## config.mk

```make
export PLATFORM = sky130hd
export DESIGN_NAME = cfgspi_slave
export DESIGN_NICKNAME = d
export VERILOG_FILES = /design/src/rtl/cfgspi_pkg.sv /design/src/rtl/cfgspi_shifter.sv /design/src/rtl/cfgspi_conv.sv /design/src/rtl/cfgspi_regs.sv /design/src/rtl/cfgspi_slave.sv
export SDC_FILE = /design/constraint.sdc
export NUM_CORES = 1
export LEC_CHECK = 0
export BUFFER_PORTS_ARGS = -buffer_cell sky130_fd_sc_hd__buf_2
export CORE_MARGIN = 4
export CORE_UTILIZATION = 40
export DETAILED_ROUTE_END_ITERATION = 10
export PLACE_DENSITY_LB_ADDON = 0.1
export REMOVE_ABC_BUFFERS = 1
export SYNTH_ARGS = -nofsm -noshare
export SYNTH_HDL_FRONTEND = slang
export SYNTH_SLANG_ARGS = --single-unit
```

## constraint.sdc

```tcl
create_clock -name clk -period 4.8 [get_ports clk]
set_input_delay 0.24 -clock clk [delete_from_list [all_inputs] [get_ports clk]]
set_output_delay 0.24 -clock clk [all_outputs]
set_load 0.005 [all_outputs]
```

## src/rtl/cfgspi_pkg.sv

```systemverilog
package cfgspi_pkg;
    localparam int FRAME_BITS = 24;
    localparam int HEAD_BITS  = 7;
    localparam int WORD_BITS  = 16;
    localparam int ADDR_BITS  = HEAD_BITS - 1;
    localparam int EN_BITS    = 9;
    localparam int LIN_BITS   = 8;
    localparam int TRIM_BITS  = 4;
    localparam int CV_BITS    = 8;
    localparam int ALM_BITS   = 4;

    localparam logic [ADDR_BITS-1:0] A_CTRL   = 6'h00;
    localparam logic [ADDR_BITS-1:0] A_ALARM  = 6'h01;
    localparam logic [ADDR_BITS-1:0] A_MASK   = 6'h02;
    localparam logic [ADDR_BITS-1:0] A_ENABLE = 6'h03;
    localparam logic [ADDR_BITS-1:0] A_LIN    = 6'h04;
    localparam logic [ADDR_BITS-1:0] A_LOPATH = 6'h05;
    localparam logic [ADDR_BITS-1:0] A_CVCTL  = 6'h06;
    localparam logic [ADDR_BITS-1:0] A_CVOUT  = 6'h0C;

    localparam logic [7:0] IDENT_CODE = 8'h0A;

    typedef enum logic [1:0] {FE_IDLE, FE_HEAD, FE_BODY, FE_OVER} fe_state_t;
    typedef enum logic [1:0] {CV_OFF, CV_BUSY, CV_READY} cv_state_t;
endpackage

```

## src/rtl/cfgspi_shifter.sv

```systemverilog
module cfgspi_shifter
    import cfgspi_pkg::*;
#(
    parameter int FRAME_W = FRAME_BITS,
    parameter int HEAD_W  = HEAD_BITS,
    parameter int WORD_W  = WORD_BITS,
    localparam int CNT_W  = $clog2(FRAME_W + 2)
) (
    input  logic               clk,
    input  logic               rst_n,
    input  logic               sclk_i,
    input  logic               cs_n_i,
    input  logic               mosi_i,
    input  logic [WORD_W-1:0]  rd_word_i,
    output logic               miso_o,
    output logic               head_v_o,
    output logic [HEAD_W-2:0]  head_addr_o,
    output logic               fin_o,
    output logic               fin_ok_o,
    output logic               fin_few_o,
    output logic               fin_many_o,
    output logic [FRAME_W-1:0] fin_word_o
);
    logic [2:0] sclk_sy;
    logic [2:0] cs_sy;
    logic [1:0] mosi_sy;

    always_ff @(posedge clk or negedge rst_n) begin
        if (!rst_n) begin
            sclk_sy <= '0;
            cs_sy   <= '1;
            mosi_sy <= '0;
        end else begin
            sclk_sy <= {sclk_sy[1:0], sclk_i};
            cs_sy   <= {cs_sy[1:0], cs_n_i};
            mosi_sy <= {mosi_sy[0], mosi_i};
        end
    end

    logic rise, fall, cs_go, cs_end, bit_in;
    assign rise   = sclk_sy[1] & ~sclk_sy[2];
    assign fall   = ~sclk_sy[1] & sclk_sy[2];
    assign cs_go  = ~cs_sy[1] & cs_sy[2];
    assign cs_end = cs_sy[1] & ~cs_sy[2];
    assign bit_in = mosi_sy[1];

    fe_state_t          state, state_nxt;
    logic [CNT_W-1:0]   cnt;
    logic [FRAME_W-1:0] sh;
    logic [WORD_W-1:0]  tx;
    logic               miso_r;

    // next-state logic
    always_comb begin
        state_nxt = state;
        unique case (state)
            FE_IDLE: if (cs_go) state_nxt = FE_HEAD;
            FE_HEAD: begin
                if (cs_end)
                    state_nxt = FE_IDLE;
                else if (rise && cnt == CNT_W'(HEAD_W - 1))
                    state_nxt = FE_BODY;
            end
            FE_BODY: begin
                if (cs_end)
                    state_nxt = FE_IDLE;
                else if (rise && cnt == CNT_W'(FRAME_W))
                    state_nxt = FE_OVER;
            end
            FE_OVER: if (cs_end) state_nxt = FE_IDLE;
            default: state_nxt = FE_IDLE;
        endcase
    end

    // state register
    always_ff @(posedge clk or negedge rst_n) begin
        if (!rst_n) state <= FE_IDLE;
        else        state <= state_nxt;
    end

    // datapath and outputs
    always_ff @(posedge clk or negedge rst_n) begin
        if (!rst_n) begin
            cnt        <= '0;
            sh         <= '0;
            tx         <= '0;
            miso_r     <= 1'b0;
            head_v_o   <= 1'b0;
            fin_o      <= 1'b0;
            fin_ok_o   <= 1'b0;
            fin_few_o  <= 1'b0;
            fin_many_o <= 1'b0;
        end else begin
            head_v_o   <= (state == FE_HEAD) && (state_nxt == FE_BODY);
            fin_o      <= (state != FE_IDLE) && cs_end;
            fin_ok_o   <= (state == FE_BODY) && (cnt == CNT_W'(FRAME_W)) && cs_end;
            fin_few_o  <= cs_end && ((state == FE_HEAD) ||
                          ((state == FE_BODY) && (cnt < CNT_W'(FRAME_W))));
            fin_many_o <= cs_end && (state == FE_OVER);
            if (state == FE_IDLE && cs_go) begin
                cnt    <= '0;
                tx     <= '0;
                miso_r <= 1'b0;
            end else if (cs_end) begin
                miso_r <= 1'b0;
            end else begin
                if (rise && (state == FE_HEAD ||
                    (state == FE_BODY && cnt != CNT_W'(FRAME_W)))) begin
                    cnt <= cnt + 1'b1;
                    sh  <= {sh[FRAME_W-2:0], bit_in};
                end
                if (head_v_o)
                    tx <= sh[HEAD_W-1] ? rd_word_i : '0;
                if (fall && state == FE_BODY) begin
                    miso_r <= tx[WORD_W-1];
                    tx     <= {tx[WORD_W-2:0], 1'b0};
                end else if (fall && state == FE_OVER) begin
                    miso_r <= 1'b0;
                end
            end
        end
    end

    assign head_addr_o = sh[HEAD_W-2:0];
    assign fin_word_o  = sh;
    assign miso_o      = miso_r;

    AST_MISO_QUIET: assert property (@(posedge clk) disable iff (!rst_n)
        (state == FE_IDLE) |-> !miso_o);
    AST_FIN_PULSE: assert property (@(posedge clk) disable iff (!rst_n)
        fin_o |=> !fin_o);
    AST_FIN_CLASS: assert property (@(posedge clk) disable iff (!rst_n)
        fin_o |-> ($countones({fin_ok_o, fin_few_o, fin_many_o}) == 1));
endmodule

```

## src/rtl/cfgspi_conv.sv

```systemverilog
module cfgspi_conv
    import cfgspi_pkg::*;
#(
    parameter int LAT   = 16,
    parameter int VAL_W = CV_BITS,
    localparam int LC_W = $clog2(LAT + 1)
) (
    input  logic             clk,
    input  logic             rst_n,
    input  logic             go_i,
    input  logic [VAL_W-1:0] sample_i,
    output logic             ready_o,
    output logic [VAL_W-1:0] value_o
);
    cv_state_t       state, state_nxt;
    logic [LC_W-1:0] lc;

    always_comb begin
        state_nxt = state;
        unique case (state)
            CV_OFF:   if (go_i) state_nxt = CV_BUSY;
            CV_BUSY: begin
                if (!go_i)
                    state_nxt = CV_OFF;
                else if (lc == LC_W'(LAT - 1))
                    state_nxt = CV_READY;
            end
            CV_READY: if (!go_i) state_nxt = CV_OFF;
            default:  state_nxt = CV_OFF;
        endcase
    end

    always_ff @(posedge clk or negedge rst_n) begin
        if (!rst_n) state <= CV_OFF;
        else        state <= state_nxt;
    end

    always_ff @(posedge clk or negedge rst_n) begin
        if (!rst_n) begin
            lc      <= '0;
            value_o <= '0;
        end else begin
            if (state == CV_BUSY) lc <= lc + 1'b1;
            else                  lc <= '0;
            if (state == CV_BUSY && state_nxt == CV_READY)
                value_o <= sample_i;
        end
    end

    assign ready_o = (state == CV_READY);

    AST_READY_DROPS: assert property (@(posedge clk) disable iff (!rst_n)
        !go_i |=> !ready_o);
    AST_VALUE_HOLD: assert property (@(posedge clk) disable iff (!rst_n)
        (state != CV_BUSY) |=> $stable(value_o));
endmodule

```

## src/rtl/cfgspi_regs.sv

```systemverilog
module cfgspi_regs
    import cfgspi_pkg::*;
#(
    parameter logic [3:0] REV_CODE = 4'h1,
    parameter int FRAME_W = FRAME_BITS,
    parameter int WORD_W  = WORD_BITS,
    parameter int ADDR_W  = ADDR_BITS
) (
    input  logic                 clk,
    input  logic                 rst_n,
    input  logic                 fin_i,
    input  logic                 fin_ok_i,
    input  logic                 fin_few_i,
    input  logic                 fin_many_i,
    input  logic [FRAME_W-1:0]   fin_word_i,
    input  logic [ADDR_W-1:0]    rd_addr_i,
    input  logic                 cv_ready_i,
    input  logic [CV_BITS-1:0]   cv_value_i,
    output logic [WORD_W-1:0]    rd_word_o,
    output logic [EN_BITS-1:0]   en_o,
    output logic [LIN_BITS-1:0]  lin_o,
    output logic                 sb_o,
    output logic [TRIM_BITS-1:0] qtrim_o,
    output logic [TRIM_BITS-1:0] itrim_o,
    output logic                 det_o,
    output logic                 cv_go_o
);
    function automatic logic known(input logic [ADDR_W-1:0] a);
        case (a)
            A_CTRL, A_ALARM, A_MASK, A_ENABLE, A_LIN, A_LOPATH, A_CVCTL, A_CVOUT:
                known = 1'b1;
            default: known = 1'b0;
        endcase
    endfunction

    logic                 par_en, soft_q;
    logic [ALM_BITS-1:0]  alarm_q, mask_q;
    logic [3:0]           cvctl_q;

    logic               f_rd;
    logic [ADDR_W-1:0]  f_addr;
    logic [WORD_W-1:0]  f_data;
    logic               par_ok, wr_hit, soft_hit, alm_clr;
    logic [ALM_BITS-1:0] alm_set;

    assign f_rd   = fin_word_i[FRAME_W-1];
    assign f_addr = fin_word_i[FRAME_W-2 -: ADDR_W];
    assign f_data = fin_word_i[WORD_W:1];
    assign par_ok = !par_en || (^fin_word_i);

    assign wr_hit   = fin_i && fin_ok_i && !f_rd && par_ok && known(f_addr) &&
                      (f_addr != A_ALARM) && (f_addr != A_CVOUT);
    assign soft_hit = wr_hit && (f_addr == A_CTRL) && f_data[14];
    assign alm_clr  = fin_i && fin_ok_i && f_rd && (f_addr == A_ALARM);
    assign alm_set  = {fin_i && fin_ok_i && !par_ok,
                       fin_i && fin_few_i,
                       fin_i && fin_many_i,
                       fin_i && fin_ok_i && !known(f_addr)};

    always_ff @(posedge clk or negedge rst_n) begin
        if (!rst_n) begin
            par_en  <= 1'b0;
            soft_q  <= 1'b0;
            alarm_q <= '0;
            mask_q  <= '0;
            en_o    <= '0;
            lin_o   <= '0;
            sb_o    <= 1'b0;
            qtrim_o <= '0;
            itrim_o <= '0;
            cvctl_q <= '0;
        end else begin
            alarm_q <= (alm_clr ? '0 : alarm_q) | alm_set;
            if (soft_hit) begin
                par_en  <= 1'b0;
                soft_q  <= 1'b1;
                mask_q  <= '0;
                en_o    <= '0;
                lin_o   <= '0;
                sb_o    <= 1'b0;
                qtrim_o <= '0;
                itrim_o <= '0;
                cvctl_q <= '0;
            end else if (wr_hit) begin
                case (f_addr)
                    A_CTRL: begin
                        par_en <= f_data[15];
                        soft_q <= 1'b0;
                    end
                    A_MASK:   mask_q  <= f_data[15 -: ALM_BITS];
                    A_ENABLE: en_o    <= f_data[EN_BITS-1:0];
                    A_LIN:    lin_o   <= f_data[LIN_BITS-1:0];
                    A_LOPATH: begin
                        sb_o    <= f_data[10];
                        qtrim_o <= f_data[7:4];
                        itrim_o <= f_data[3:0];
                    end
                    A_CVCTL:  cvctl_q <= f_data[3:0];
                    default: ;
                endcase
            end
        end
    end

    always_comb begin
        rd_word_o = '0;
        case (rd_addr_i)
            A_CTRL:   rd_word_o = {par_en, soft_q, 2'b00, IDENT_CODE, REV_CODE};
            A_ALARM:  rd_word_o = {alarm_q, 12'h000};
            A_MASK:   rd_word_o = {mask_q, 12'h000};
            A_ENABLE: rd_word_o = {{(WORD_W-EN_BITS){1'b0}}, en_o};
            A_LIN:    rd_word_o = {{(WORD_W-LIN_BITS){1'b0}}, lin_o};
            A_LOPATH: rd_word_o = {5'b0, sb_o, 2'b00, qtrim_o, itrim_o};
            A_CVCTL:  rd_word_o = {12'h000, cvctl_q};
            A_CVOUT:  rd_word_o = {7'b0, cv_ready_i, cv_value_i};
            default:  rd_word_o = '0;
        endcase
    end

    assign det_o   = cvctl_q[3];
    assign cv_go_o = &cvctl_q[2:0];

    AST_BADCOUNT_NOWRITE: assert property (@(posedge clk) disable iff (!rst_n)
        (fin_i && !fin_ok_i) |=> ($stable(en_o) && $stable(lin_o) && $stable(par_en)));
    AST_PARITY_BLOCK: assert property (@(posedge clk) disable iff (!rst_n)
        (fin_i && fin_ok_i && !par_ok) |=> ($stable(lin_o) && $stable(en_o) && alarm_q[3]));
    AST_ALARM_STICKY: assert property (@(posedge clk) disable iff (!rst_n)
        !alm_clr |=> ((alarm_q & $past(alarm_q)) == $past(alarm_q)));
    AST_SOFT_CLEARS: assert property (@(posedge clk) disable iff (!rst_n)
        soft_hit |=> (en_o == '0 && lin_o == '0 && !par_en && soft_q));
endmodule

```

## src/rtl/cfgspi_slave.sv

```systemverilog
module cfgspi_slave
    import cfgspi_pkg::*;
#(
    parameter int         ADC_LAT  = 16,
    parameter logic [3:0] REV_CODE = 4'h1
) (
    input  logic                 clk,
    input  logic                 rst_n,
    input  logic                 spi_sclk,
    input  logic                 spi_cs_n,
    input  logic                 spi_mosi,
    output logic                 spi_miso,
    input  logic [CV_BITS-1:0]   adc_sample,
    output logic [EN_BITS-1:0]   en_ctl,
    output logic [LIN_BITS-1:0]  lin_code,
    output logic                 lo_sb_sel,
    output logic [TRIM_BITS-1:0] i_trim,
    output logic [TRIM_BITS-1:0] q_trim,
    output logic                 det_out_sel
);
    logic [WORD_BITS-1:0]  rd_word;
    logic                  head_v;
    logic [ADDR_BITS-1:0]  head_addr;
    logic                  fin, fin_ok, fin_few, fin_many;
    logic [FRAME_BITS-1:0] fin_word;
    logic                  cv_go, cv_ready;
    logic [CV_BITS-1:0]    cv_value;

    cfgspi_shifter u_shift (
        .clk         (clk),
        .rst_n       (rst_n),
        .sclk_i      (spi_sclk),
        .cs_n_i      (spi_cs_n),
        .mosi_i      (spi_mosi),
        .rd_word_i   (rd_word),
        .miso_o      (spi_miso),
        .head_v_o    (head_v),
        .head_addr_o (head_addr),
        .fin_o       (fin),
        .fin_ok_o    (fin_ok),
        .fin_few_o   (fin_few),
        .fin_many_o  (fin_many),
        .fin_word_o  (fin_word)
    );

    cfgspi_regs #(.REV_CODE(REV_CODE)) u_regs (
        .clk        (clk),
        .rst_n      (rst_n),
        .fin_i      (fin),
        .fin_ok_i   (fin_ok),
        .fin_few_i  (fin_few),
        .fin_many_i (fin_many),
        .fin_word_i (fin_word),
        .rd_addr_i  (head_addr),
        .cv_ready_i (cv_ready),
        .cv_value_i (cv_value),
        .rd_word_o  (rd_word),
        .en_o       (en_ctl),
        .lin_o      (lin_code),
        .sb_o       (lo_sb_sel),
        .qtrim_o    (q_trim),
        .itrim_o    (i_trim),
        .det_o      (det_out_sel),
        .cv_go_o    (cv_go)
    );

    cfgspi_conv #(.LAT(ADC_LAT)) u_conv (
        .clk      (clk),
        .rst_n    (rst_n),
        .go_i     (cv_go),
        .sample_i (adc_sample),
        .ready_o  (cv_ready),
        .value_o  (cv_value)
    );

    AST_HEAD_INSIDE: assert property (@(posedge clk) disable iff (!rst_n)
        head_v |-> !fin);
endmodule

```

# == After elaboration in Yosys (flattened, before gate mapping) ==
# Memory sizes are Yosys's and may differ from the RTL's.
# Index checks and enable logic that the tools add are counted.
# word_totals
regBits,116
latch_bits,0
mem_bits_rw,0
rom_bits,32
in_bits,13
word_cells,188
n_memories,2
# mem_list
memory,depth,width,rd,rd_ports_with_merged_regs,write_ports,line_no,rtl
(name not given),16,1,1,0,0,cfgspi_regs.sv:29,case (a)
(name not given),16,1,1,0,0,cfgspi_regs.sv:29,
# op_classes
n_addsub,2
mul,0
div_mod_pow,0
n_lt_le_gt_ge,1
eq_ne,27
shift,0
muxes,56
bitwise,11
reduce_logical,63
# ops
operator,n
$pmux W16 S8,1
$mux W16,5
$mux W4,13
$eq A6 B3 Y1 const B,6
$logic_and A1 B1 Y1,29
$mux W9,3
$eq A6 B2 Y1 const B,4
$mux W8,3
$reduce_xor A24 Y1,1
$mux W2,10
$mux W5,4
$reduce_bool A2 Y1,9
$reduce_and A2 Y1,8
$mux W1,15
$eq A6 B1 Y1 const B,2
$logic_not A6 Y1,2
$add A5 B1 Y5 const B,2
$eq A2 B2 Y1 const B,5
$pmux W2 S4,1
$eq A6 B4 Y1 const B,1
$logic_not A2 Y1,3
$ne A6 B1 Y1 const B,1
$ne A6 B4 Y1 const B,1
$not A1 Y1,6
other kinds (15),25

# == Longest topological paths before layout ==
# logic_depth
depth_word,10
depth_mapped,10
ltp_nobuf,8

# == By module ==
# From an unflattened synthesis, not the netlist that was laid out.
# unflattened
hier_cells,504
hier_area_um2,5734.2
# by_module_without_submodules
module,instances,cells_per_inst,area_per_inst_um2
cfgspi_shifter,1,206,2686.3
cfgspi_regs,1,254,2419.8
cfgspi_conv,1,44,628.1

# == Least setup slack after synthesis ==
# OpenSTA, ideal clock, no wires.
# synth_path
kind,flip-flop to flip-flop
from,"register u_shift.sh[1], in the netlist u_shift.fin_word_o[1]"
to,register u_regs.mask_q[0]
arrival_ns,2.473
required_time_ns,4.679
path_slack_ns,2.206
path_stages_with_launch,10
synth_period_minus_slack_ns,2.594
path_cell_list,dfrtp_1 inv_1 ha_1 xnor2_1 xnor2_1 xnor3_1 mux2i_1 buf_6 or4_4 a22o_1
# synth_between
elab_chain_cells,10
word_cells_on_any_way,12
classes_between,mux (1); reduce/logical (11)
# synth_rtl
element,line_no,rtl
start: declaration,cfgspi_shifter.sv:49,logic [FRAME_W-1:0] sh;
start signal: assignment,cfgspi_shifter.sv:110,"sh <= {sh[FRAME_W-2:0], bit_in};"
$reduce_xor A24 Y1 (*),cfgspi_regs.sv:49,assign par_ok = !par_en || (^fin_word_i);
$logic_or A1 B1 Y1 (*),cfgspi_regs.sv:49,
$logic_and A1 B1 Y1 (*) (3 in a row),cfgspi_regs.sv:51,assign wr_hit = fin_i && fin_ok_i && !f_rd && par_ok && known(f_addr) &&
$logic_and A1 B1 Y1 (*),cfgspi_regs.sv:52,(f_addr != A_ALARM) && (f_addr != A_CVOUT);
$logic_and A1 B1 Y1 (2 in a row),cfgspi_regs.sv:53,assign soft_hit = wr_hit && (f_addr == A_CTRL) && f_data[14];
$reduce_bool A2 Y1 (no source line),--,
$reduce_and A2 Y1 (no source line),--,
end signal: assignment,cfgspi_regs.sv:90,A_MASK: mask_q <= f_data[15 -: ALM_BITS];
end: declaration,cfgspi_regs.sv:37,"logic [ALM_BITS-1:0] alarm_q, mask_q;"
# Every way passes the cells marked *; elsewhere a longest branch is shown, timed or not.
# A chain may end at the register's enable or synchronous reset.

# == Worst setup path after layout ==
# layout_path
from,"register u_shift.sh[2], in the netlist u_shift.fin_word_o[2]"
to,register u_regs.itrim_o[0]
# layout_between
elab_chain_cells,10
word_cells_on_any_way,12
classes_between,mux (1); reduce/logical (11)
# layout_rtl
element,line_no,rtl
$reduce_xor A24 Y1 (*),cfgspi_regs.sv:49,
$logic_or A1 B1 Y1 (*),cfgspi_regs.sv:49,
$logic_and A1 B1 Y1 (*) (3 in a row),cfgspi_regs.sv:51,
$logic_and A1 B1 Y1 (*),cfgspi_regs.sv:52,
$logic_and A1 B1 Y1 (2 in a row),cfgspi_regs.sv:53,
$reduce_bool A2 Y1 (no source line),--,
$reduce_and A2 Y1 (no source line),--,
end signal: assignment,cfgspi_regs.sv:96,itrim_o <= f_data[3:0];
end: declaration,cfgspi_regs.sv:24,"output logic [TRIM_BITS-1:0] itrim_o,"
# Marks and branches as above.

==> impl_metrics.ini <==
[synthesis]
synthArstFlopShare_pct = 100
synth_seq_cells = 116
synth_area_leaders = dfrtp_1, a22o_1, mux2_2
syn_area_sq_um = 5290
synth-edff-count = 0
synth.most_common_cell = dfrtp_1
synth_top_area_cell = dfrtp_1
ys.warnings.count = 0
syn_area_per_cell_sq_um = 11.8
synth-main-ff-cell = dfrtp_1
netlist.area_leader.share_pct = 53.4
seq_area_frac_synth_pct = 54.9
syn-instance-count = 450
post_synth_num_cell_types = 54
ys_top_cells_by_count = dfrtp_1, a22o_1, nand2_1

[setup_path]
rrSetupSlack_ns = 1.38
startpoint = u_shift.fin_word_o[2]$_DFFE_PN0P_
r2r-end = u_regs.itrim_o[0]$_DFFE_PN0P_
worstPathRequired_ns = 5.15
cp.arrival_ns = 3.77
crit_fanout = 12
end_kind = flip-flop
start_kind = flip-flop
crit_slowest_cell = mux2i_1
r2r_start = u_shift.fin_word_o[2]$_DFFE_PN0P_
ff2ff_path_depth = 8
worst-setup-path-type = flip-flop to flip-flop
cp_cell_sequence = inv_1, ha_1, xor2_1, xnor3_1, nand2b_1, mux2i_1, or4b_1, a22o_1
slowest_delay_ns = 0.94

[detailed_routing]
wire_per_inst_microns = 18.7
vias = 3727
drt-initial-drc-count = 252
drcViolationCount = 0
dr.pass1.iters = 5
wl_microns = 12700
ant_nets = 0
vias_per_cell = 5.50

[clock_network]
htreeDepth = 4
clk_pin_slew_worst_paths_ns = 0.05
cts_setup_buffers = 0
clk_path_buf_depth = 2
clkLatencyLatePin_ns = 0.42
cts.sinks = 116
numCtsBuffers = 17
cts-root-buf = clkbuf_16
cts_tree = built

[power]
switching_share_pct = 25.4
p_sw_mw = 0.638
p_leak_nw = 2.88
p_int_mw = 1.88
seq_power_share_pct = 41.9
irDropWorstVdd_mv = 0.255
clock_power_share_pct = 46.1
power_density_nw_per_um2 = 405
comb_power_share_pct = 12.0

[sta]
rsz0062_at_grt = no
clock_skew_ns = 0.00725
finalHoldViolCount = 9
finalSetupViolations = 0
period_minus_slack_ns = 3.42
worstMarginPinSlew_ns = 1.22
fin_hold_ws_ns = -0.0193
fin_tns_setup_ns = 0
max_freq_ghz = 0.292
layout_worst_path_cycle_share_pct = 71.3
maxSlewHeadroom_pct = 16.2
finalWorstSetupSlack_ns = 1.38
drv_slew = 0

[final_layout]
drive_gt1_share_pct = 20.9
fill_cells = 1193
final_core_util_pct = 48.7
fin_cells = 678
fin_nets = 519
area_growth_pct = 17.4
diodes = 0

[placed_design]
gp_congestion = 0.843
dp_slack_ns = 1.36
dp_hpwl_microns = 8840
dp_cells = 643
io_buffers = 40

[global_routing]
grt_overflow_total = 0
use_met2_pct = 29.0
grt_antenna_before_repair = 0
use_met1_pct = 24.0
grt_max_degree = 80
grt_pass1_wl_microns = 20500
grt.met3_usage_pct = 4.57
grt_busiest_layer = met2
first_global_vias = 3733
track_usage_pct = 18.2

[floorplan]
core_area_sq_um = 12800
num_rows = 41
die_area_sq_um = 15100
die_y_microns = 123
pin_count = 41
start_util_pct = 41.4
die_w_microns = 123

[job]
cap_violations = 0

[status]
violations = hold timing
status = finished, violations left

[worst_hold_path]
hp-class = primary input to async pin
-- kinds of logic after synthesis --
kind of cell	count (synthesis)	synth area share, %
AOI/OAI and AO/OA	126	17.1
DFF	116	54.9
and+or+nand+nor	110	11.5
buffers and inverters	36	2.91
muxes	29	6.12
xor gates and xnor gates	20	4.35
adders and majority gates	13	3.07
-- power by group through the flow --
stage | Sequential (mW) | Clock, mW | Combinational (mW)
global placement | 1.07 | 0 | 0.305
detailed placement | 1.07 | 0 | 0.302
global route | 1.06 | 1.23 | 0.340
CTS | 1.06 | 1.18 | 0.307
finish | 1.05 | 1.16 | 0.302
floorplan | 1.05 | 0 | 0.209
-- worst max-delay path by stage --
stage	end	slack, ns	cells after the start
3_5_place_dp	u_regs.itrim_o[0]$_DFFE_PN0P_	1.36	8
4_1_cts	u_regs.itrim_o[0]$_DFFE_PN0P_	1.30	8
6_report	u_regs.itrim_o[0]$_DFFE_PN0P_	1.38	8
5_1_grt	u_regs.itrim_o[3]$_DFFE_PN0P_	1.06	8
2_1_floorplan	u_shift.cnt[3]$_DFFE_PN0P_	1.20	8
3_3_place_gp	u_regs.sb_o$_DFFE_PN0P_	1.46	8
-- area by class of cell --
class | instances | area [sq um] | area share [%]
Sequential cell | 116 | 2910 | 46.8
Multi-Input combinational cell | 298 | 2240 | 36.1
Clock buffer | 27 | 493 | 7.93
Timing Repair Buffer | 46 | 255 | 4.11
Tap cell | 172 | 215 | 3.46
Inverter | 14 | 52.6 | 0.845
Clock inverter | 5 | 50.0 | 0.805
-- state kept, by name, summed over array words and instances (netlist names), 2 cells and up --
register / cells
u_shift.mosi_sy: 2
u_regs.cvctl_q: 4
u_shift.state: 2
u_regs.mask_q: 4
u_shift.cs_sy: 3
u_shift.fin_word_o: 24
u_conv.value_o: 8
u_regs.alarm_q: 4
u_conv.state: 2
u_shift.cnt: 5
u_regs.qtrim_o: 4
u_shift.sclk_sy: 3
u_regs.lin_o: 8
u_regs.en_o: 9
u_shift.tx: 16
u_regs.itrim_o: 4
u_conv.lc: 5
-- layer usage --
| metal | vias up | routed length (microns) | share of wire, % |
|---|---|---|---|
| li1 | 1753 | - | - |
| met1 | 1862 | 5880 | 46 |
| met2 | 96 | 5970 | 47 |
| met3 | 16 | 642 | 5.1 |
| met4 | 0 | 203 | 1.6 |
| met5 | - | 0 | 0 |
-- metrics by stage --
stage | power (mW) | instance area, sq um
6_report | 2.52 | 6220
5_1_grt | 2.63 | 6220
4_1_cts | 2.55 | 6220
3_5_place_dp | 1.37 | 5640
3_3_place_gp | 1.38 | 5640
2_1_floorplan | 1.26 | 5190
-- worst max-delay path: cells and delay by family, from the launching register on --
| family | cells | cell delay [ns] |
|---|---|---|
| AO/OA/AOI/OAI | 1 | 0.22 |
| XOR/XNOR | 2 | 0.59 |
| adder cells (fa/ha/maj) | 1 | 0.31 |
| buffers and inverters | 1 | 0.09 |
| flip-flops | 1 | 0.50 |
| multiplexers | 1 | 0.94 |
| AND/OR/NAND/NOR | 2 | 0.69 |
-- repair_timing --
item,in CTS,in global routing
hold endpoints to repair,3,0
resized for setup,0,0
hold buffers,3,0
-- cell usage in the layout (no fill, tap or decap), types with 4 or more instances in the layout --
cell | synthesis | layout
a21oi_1 | 14 | 14
a221oi_1 | 5 | 5
a22o_1 | 38 | 38
a22oi_1 | 24 | 24
and3_1 | 5 | 5
buf_2 | 3 | 39
buf_4 | 0 | 4
clkbuf_1 | 17 | 7
clkbuf_16 | 0 | 17
clkinv_2 | 0 | 4
dfrtp_1 | 113 | 113
ha_1 | 13 | 13
inv_1 | 14 | 14
mux2_2 | 27 | 27
nand2_1 | 29 | 29
nand2b_1 | 8 | 8
nand3_1 | 7 | 7
nor2_1 | 27 | 27
nor2b_1 | 5 | 5
o21ai_0 | 28 | 28
xnor2_1 | 10 | 10
xnor3_1 | 4 | 4
xor2_1 | 6 | 6
Note: power is estimated with default switching activity, not from simulation.
